===== src/rtl/usec_base_pkg.sv =====
package usec_base_pkg;

    parameter int unsigned REG_DATA_W = 32;
    parameter int unsigned REG_ADDR_W = 8;
    parameter int unsigned RATIO_W    = 8;

    parameter logic [REG_ADDR_W-1:0] OFS_COUNT  = 8'h10;
    parameter logic [REG_ADDR_W-1:0] OFS_RATIO  = 8'h14;
    parameter logic [REG_ADDR_W-1:0] OFS_HOLD   = 8'h4c;

    parameter logic [2*RATIO_W-1:0] RATIO_RESET = 16'h000b;

endpackage


===== src/rtl/usec_frac_prescaler.sv =====
module usec_frac_prescaler
    import usec_base_pkg::*;
#(
    parameter int unsigned RW = RATIO_W
) (
    input  logic            clk,
    input  logic            rst_n,
    input  logic [2*RW-1:0] ratio,
    input  logic            clr,
    input  logic            hold,
    output logic            tick_next,
    output logic            tick,
    output logic [RW:0]     acc
);

    localparam int unsigned AW = RW + 1;
    localparam int unsigned SW = AW + 1;

    typedef struct packed {
        logic [AW-1:0] acc;
        logic          tick;
    } presc_t;

    presc_t st_q, st_d;

    logic [AW-1:0] dividend;
    logic [AW-1:0] divisor;
    logic [SW-1:0] sum;
    logic [SW-1:0] rem;

    always_comb begin
        dividend = {1'b0, ratio[2*RW-1:RW]} + AW'(1);
        divisor  = {1'b0, ratio[RW-1:0]} + AW'(1);
        sum      = {1'b0, st_q.acc} + {1'b0, dividend};
        rem      = sum - {1'b0, divisor};
        st_d     = st_q;
        st_d.tick = 1'b0;
        if (clr) begin
            st_d.acc = '0;
        end else if (!hold) begin
            if (sum >= {1'b0, divisor}) begin
                st_d.tick = 1'b1;
                // keep the phase below the divisor: one tick per cycle at most
                if (rem >= {1'b0, divisor}) begin
                    st_d.acc = divisor - AW'(1);
                end else begin
                    st_d.acc = rem[AW-1:0];
                end
            end else begin
                st_d.acc = sum[AW-1:0];
            end
        end
    end

    always_ff @(posedge clk or negedge rst_n) begin
        if (!rst_n) begin
            st_q <= '0;
        end else begin
            st_q <= st_d;
        end
    end

    assign tick_next = st_d.tick;
    assign tick      = st_q.tick;
    assign acc       = st_q.acc;

endmodule


===== src/rtl/usec_up_counter.sv =====
module usec_up_counter #(
    parameter int unsigned COUNT_W = 32
) (
    input  logic               clk,
    input  logic               rst_n,
    input  logic               adv,
    output logic [COUNT_W-1:0] count
);

    typedef struct packed {
        logic [COUNT_W-1:0] cnt;
    } cnt_t;

    cnt_t st_q, st_d;

    always_comb begin
        st_d = st_q;
        if (adv) begin
            st_d.cnt = st_q.cnt + COUNT_W'(1);
        end
    end

    always_ff @(posedge clk or negedge rst_n) begin
        if (!rst_n) begin
            st_q <= '0;
        end else begin
            st_q <= st_d;
        end
    end

    assign count = st_q.cnt;

endmodule


===== src/rtl/usec_regfile.sv =====
module usec_regfile
    import usec_base_pkg::*;
#(
    parameter int unsigned COUNT_W = 32,
    parameter int unsigned RW      = RATIO_W
) (
    input  logic                  clk,
    input  logic                  rst_n,
    input  logic                  wen,
    input  logic                  ren,
    input  logic [REG_ADDR_W-1:0] addr,
    input  logic [REG_DATA_W-1:0] wdata,
    input  logic [COUNT_W-1:0]    count,
    output logic [2*RW-1:0]       ratio,
    output logic                  hold,
    output logic                  ratio_we,
    output logic [REG_DATA_W-1:0] rdata
);

    localparam int unsigned CFG_W = 2 * RW;

    typedef struct packed {
        logic [CFG_W-1:0]      ratio;
        logic                  hold;
        logic [REG_DATA_W-1:0] rdata;
    } regs_t;

    regs_t st_q, st_d;

    logic [REG_DATA_W-1:0] count_ext;
    logic [REG_DATA_W-1:0] ratio_ext;
    logic                  unused_wdata_hi;

    generate
        if (COUNT_W < REG_DATA_W) begin : g_cnt_pad
            assign count_ext = {{(REG_DATA_W-COUNT_W){1'b0}}, count};
        end else begin : g_cnt_full
            assign count_ext = count[REG_DATA_W-1:0];
        end
        if (CFG_W < REG_DATA_W) begin : g_cfg_pad
            assign ratio_ext       = {{(REG_DATA_W-CFG_W){1'b0}}, st_q.ratio};
            assign unused_wdata_hi = ^wdata[REG_DATA_W-1:CFG_W];
        end else begin : g_cfg_full
            assign ratio_ext       = st_q.ratio[REG_DATA_W-1:0];
            assign unused_wdata_hi = 1'b0;
        end
    endgenerate

    assign ratio_we = wen && (addr == OFS_RATIO);

    always_comb begin
        st_d = st_q;
        if (ratio_we) begin
            st_d.ratio = wdata[CFG_W-1:0];
        end
        if (wen && (addr == OFS_HOLD)) begin
            st_d.hold = wdata[0];
        end
        if (ren) begin
            case (addr)
                OFS_COUNT: st_d.rdata = count_ext;
                OFS_RATIO: st_d.rdata = ratio_ext;
                OFS_HOLD:  st_d.rdata = {{(REG_DATA_W-1){1'b0}}, st_q.hold};
                default:   st_d.rdata = '0;
            endcase
        end
    end

    always_ff @(posedge clk or negedge rst_n) begin
        if (!rst_n) begin
            st_q.ratio <= CFG_W'(RATIO_RESET);
            st_q.hold  <= 1'b0;
            st_q.rdata <= '0;
        end else begin
            st_q <= st_d;
        end
    end

    assign ratio = st_q.ratio;
    assign hold  = st_q.hold;
    assign rdata = st_q.rdata;

endmodule


===== src/rtl/usec_timebase.sv =====
module usec_timebase
    import usec_base_pkg::*;
#(
    parameter int unsigned COUNT_W = 32
) (
    input  logic                  clk,
    input  logic                  rst_n,
    input  logic                  reg_wen,
    input  logic                  reg_ren,
    input  logic [REG_ADDR_W-1:0] reg_addr,
    input  logic [REG_DATA_W-1:0] reg_wdata,
    output logic [REG_DATA_W-1:0] reg_rdata,
    output logic                  tick_o,
    output logic [COUNT_W-1:0]    usec_o
);

    logic [2*RATIO_W-1:0] ratio_w;
    logic                 hold_w;
    logic                 ratio_we_w;
    logic                 tick_next_w;
    logic [RATIO_W:0]     acc_w;

    usec_regfile #(
        .COUNT_W (COUNT_W),
        .RW      (RATIO_W)
    ) u_regs (
        .clk      (clk),
        .rst_n    (rst_n),
        .wen      (reg_wen),
        .ren      (reg_ren),
        .addr     (reg_addr),
        .wdata    (reg_wdata),
        .count    (usec_o),
        .ratio    (ratio_w),
        .hold     (hold_w),
        .ratio_we (ratio_we_w),
        .rdata    (reg_rdata)
    );

    usec_frac_prescaler #(
        .RW (RATIO_W)
    ) u_presc (
        .clk       (clk),
        .rst_n     (rst_n),
        .ratio     (ratio_w),
        .clr       (ratio_we_w),
        .hold      (hold_w),
        .tick_next (tick_next_w),
        .tick      (tick_o),
        .acc       (acc_w)
    );

    usec_up_counter #(
        .COUNT_W (COUNT_W)
    ) u_cnt (
        .clk   (clk),
        .rst_n (rst_n),
        .adv   (tick_next_w),
        .count (usec_o)
    );

endmodule


===== config.mk =====
export PLATFORM = sky130hd
export DESIGN_NAME = usec_timebase
export DESIGN_NICKNAME = d
export VERILOG_FILES = /design/src/rtl/usec_base_pkg.sv /design/src/rtl/usec_frac_prescaler.sv /design/src/rtl/usec_up_counter.sv /design/src/rtl/usec_regfile.sv /design/src/rtl/usec_timebase.sv
export SDC_FILE = /design/constraint.sdc
export NUM_CORES = 1
export LEC_CHECK = 0
export ABC_AREA = 1
export CORE_UTILIZATION = 55
export DETAILED_ROUTE_END_ITERATION = 8
export HOLD_SLACK_MARGIN = 0.12
export PLACE_DENSITY_LB_ADDON = 0.12
export SLEW_MARGIN = 10
export SYNTH_ARGS = -nofsm -noshare
export SYNTH_HDL_FRONTEND = slang
export SYNTH_HIERARCHICAL = 1
export SYNTH_SLANG_ARGS = --single-unit

===== constraint.sdc =====
create_clock -name clk -period 7.3 [get_ports clk]
set_clock_uncertainty 0.2 [all_clocks]
set_input_delay 1.46 -clock clk [delete_from_list [all_inputs] [get_ports clk]]
set_output_delay 1.46 -clock clk [all_outputs]
set_load 0.03 [all_outputs]

==> out/qor.csv <==
metric,value,unit
status,finished clean,
clock sinks,91,
Post-CTS Setup Bufs,0,
Routed WL,16.1,mm
P_sw,0.968,mW
most frequent CP cell,nand2_1,
Crit Path Class,register to register,
Post-synth EDFFs,0,
fin crit share,64.9,%
area of the die,0.0115,mm2
Startpoint Class,register,
final net count,1003,
Row Count,38,
initial antenna violation count,0,
"slowest stage delay, CP",390,ps
Post-Syn Area,0.00608,mm2
DRT iter0 DRCs,501,
Synthesis Warnings,6,
Pwr Density,289,mW/mm2
CP Data Arrival Time,4790,ps
die width,107,um
vias in the first global route,5543,
maximum clock frequency,211,MHz
LEAKAGE,3.66,nW
Fin. Hold Viols,0,
Initial Util,56.4,%
"Hold-fix buffers, CTS",0,
global-route wire length before repair,26.4,mm
most frequent cells in the layout,"nand2_1 (300), inv_1 (99), clkdlybuf4s50_1 (91)",
Critical Path Fanout Max,11,
Seq pwr share,29.1,%
clock tree buffer depth,2,
Syn Area/Cell,7.25,um2
CTS tree,done,
Via density,5.37,
CTS H-Tree Depth,3,
boundary pin count,109,
Int Power,1.14,mW
"Max stage delay cell, worst path",dfrtp_1,
ys async rst share,100,%
"flops & latches, synth",91,
max_cap viols,0,
Core Box Area,0.0108,mm2
post-CTS sizing,0,
Setup TNS Final,0,ps
Synth Instances,839,
"CTS clk-pin slew, worst paths",90,ps
Syn Nets,913,
switching share of power,45.9,%
Worst Reg-to-Reg Cells,27,
Post-synth top flop,dfrtp_1,
GRT overflow,0,
Clk pwr share,18.1,%
total clock buffers created by CTS,9,
pin count of the biggest net entering global routing,85,
max-slew violations,0,
Area Growth Syn to Fin,19.8,%
Final setup viols,0,
routed via count,5758,
worst skew pair latency,370,ps
worst-margin pin slew,1060,ps
"Req. time, crit path",7350,ps
Antenna Nets Post-Route,0,
Peak VDD IR,0.214,mV
share of cells above drive strength 1,8.25,%
register area share after synthesis,37.5,%
number of port buffers,92,
"most common cell after layout, fill and taps aside",nand2_1,
ANT cells,0,
DP HPWL,12.2,mm
RSZ-0062 raised after global routing,no,
Hold Path Cell Cnt,2,
Logic pwr share,52.8,%
post-synthesis cell type count,41,
Worst slew margin,29.1,%
HP Class,register to register,
root buffer cell,clkbuf_8,
die height,107,um
RD Place Congestion,0.927,
DRT Pass-1 Iters,5,
GR Util All Layers,29.7,%
Hold WS,284,ps
CP Capture Type,register,
Tmin final,4740,ps
drc violations,0,
post-DR wirelength/cell,15.0,um
==> power by group through the flow <==
stage | registers (mW) | clock network (mW) | logic [mW]
3_5_place_dp | 0.623 | 0 | 1.09
2_1_floorplan | 0.648 | 0 | 0.785
6_report | 0.614 | 0.382 | 1.11
5_1_grt | 0.621 | 0.415 | 1.24
4_1_cts | 0.614 | 0.392 | 1.10
3_3_place_gp | 0.620 | 0 | 1.06
==> worst max-delay path, delay by kind of cell, from the launching register on <==
| family | cells | cell delay, ps |
|---|---|---|
| AO/OA/AOI/OAI | 5 | 1090 |
| XOR/XNOR | 1 | 190 |
| adder cells (fa/ha/maj) | 4 | 1150 |
| flip-flops | 1 | 390 |
| AND/OR/NAND/NOR | 13 | 1390 |
| buffers and inverters | 4 | 210 |
==> registers in the layout, summed over array words and instances, names as in the netlist <==
signal / cells
u_cnt/count: 32
u_presc/acc: 9
u_presc/tick: 1
u_regs/hold: 1
u_regs/ratio: 16
u_regs/rdata: 32
==> per-layer routing <==
metal  vias up  share of wire (%)  GRT usage (%)
met3        33                4.2           5.71
met2       173                 51           52.4
met4         0                2.6           10.5
met5         -                  0              0
met1      2737                 42           36.0
li1       2815                  -              -
==> cell usage after synthesis, types with 4 or more instances <==
cell type  instances  area (um2)
nand3b_1           8        60.1
clkbuf_1           5        18.8
dfrtp_1           88        2200
nand3_1           77         385
xnor2_1           11        96.3
inv_1             99         372
nand2_4            4        45.0
ha_1              28         350
a21oi_1           13        65.1
nand2_1          300        1130
nand4_1            6        37.5
o21ai_0           38         190
o21ai_2            5        43.8
nand2_2           20         125
nor2_2            12        75.1
nor2_1            57         214
nor2_4             5        56.3
xor2_1            21         184
nor3_1             4        20.0
==> metrics by stage <==
| step | total power, mW | cells | utilization [%] | worst slack [ps] | cell area [um2] |
|---|---|---|---|---|---|
| floorplan | 1.43 | 839 | - | 3250 | 6080 |
| global placement | 1.68 | 1058 | 65.5 | 2620 | 7070 |
| detailed placement | 1.72 | 1058 | 65.5 | 2560 | 7070 |
| CTS | 2.11 | 1073 | 67.5 | 2570 | 7290 |
| global route | 2.28 | 1073 | 67.5 | 2120 | 7290 |
| finish | 2.11 | 1073 | 67.5 | 2560 | 7290 |
==> worst paths after layout <==
check | start | end | slack [ps]
setup / recovery | u_presc/acc[0] | u_presc/acc[6] | 2560
hold / removal | u_regs/rdata[13] | u_regs/rdata[13] | 280
setup reg to reg | u_presc/acc[0] | u_presc/acc[6] | 2560
hold reg to reg | u_regs/rdata[13] | u_regs/rdata[13] | 280
max in group asynchronous | rst_n | u_regs/ratio[8] | 4960
min in group asynchronous | rst_n | u_presc/acc[6] | 690
==> area by class of cell <==
| cell class | count | area, um2 |
|---|---|---|
| fillers | 909 | 3500 |
| multi-input cells | 630 | 3290 |
| flip-flops and latches | 91 | 2280 |
| repair buffers | 95 | 941 |
| inverters | 102 | 388 |
| well taps | 140 | 175 |
| clock buffers | 11 | 141 |
| clock inverters | 4 | 73.8 |
==> kinds of logic after synthesis <==
| group | Yosys count | synth area share (%) |
|---|---|---|
| compound gates | 67 | 6.38 |
| xor+xnor | 32 | 4.61 |
| fa+ha+maj | 30 | 6.42 |
| buf+inv | 118 | 8.43 |
| flops | 91 | 37.5 |
| simple gates | 501 | 36.7 |
(Power assumes the default switching activity.)
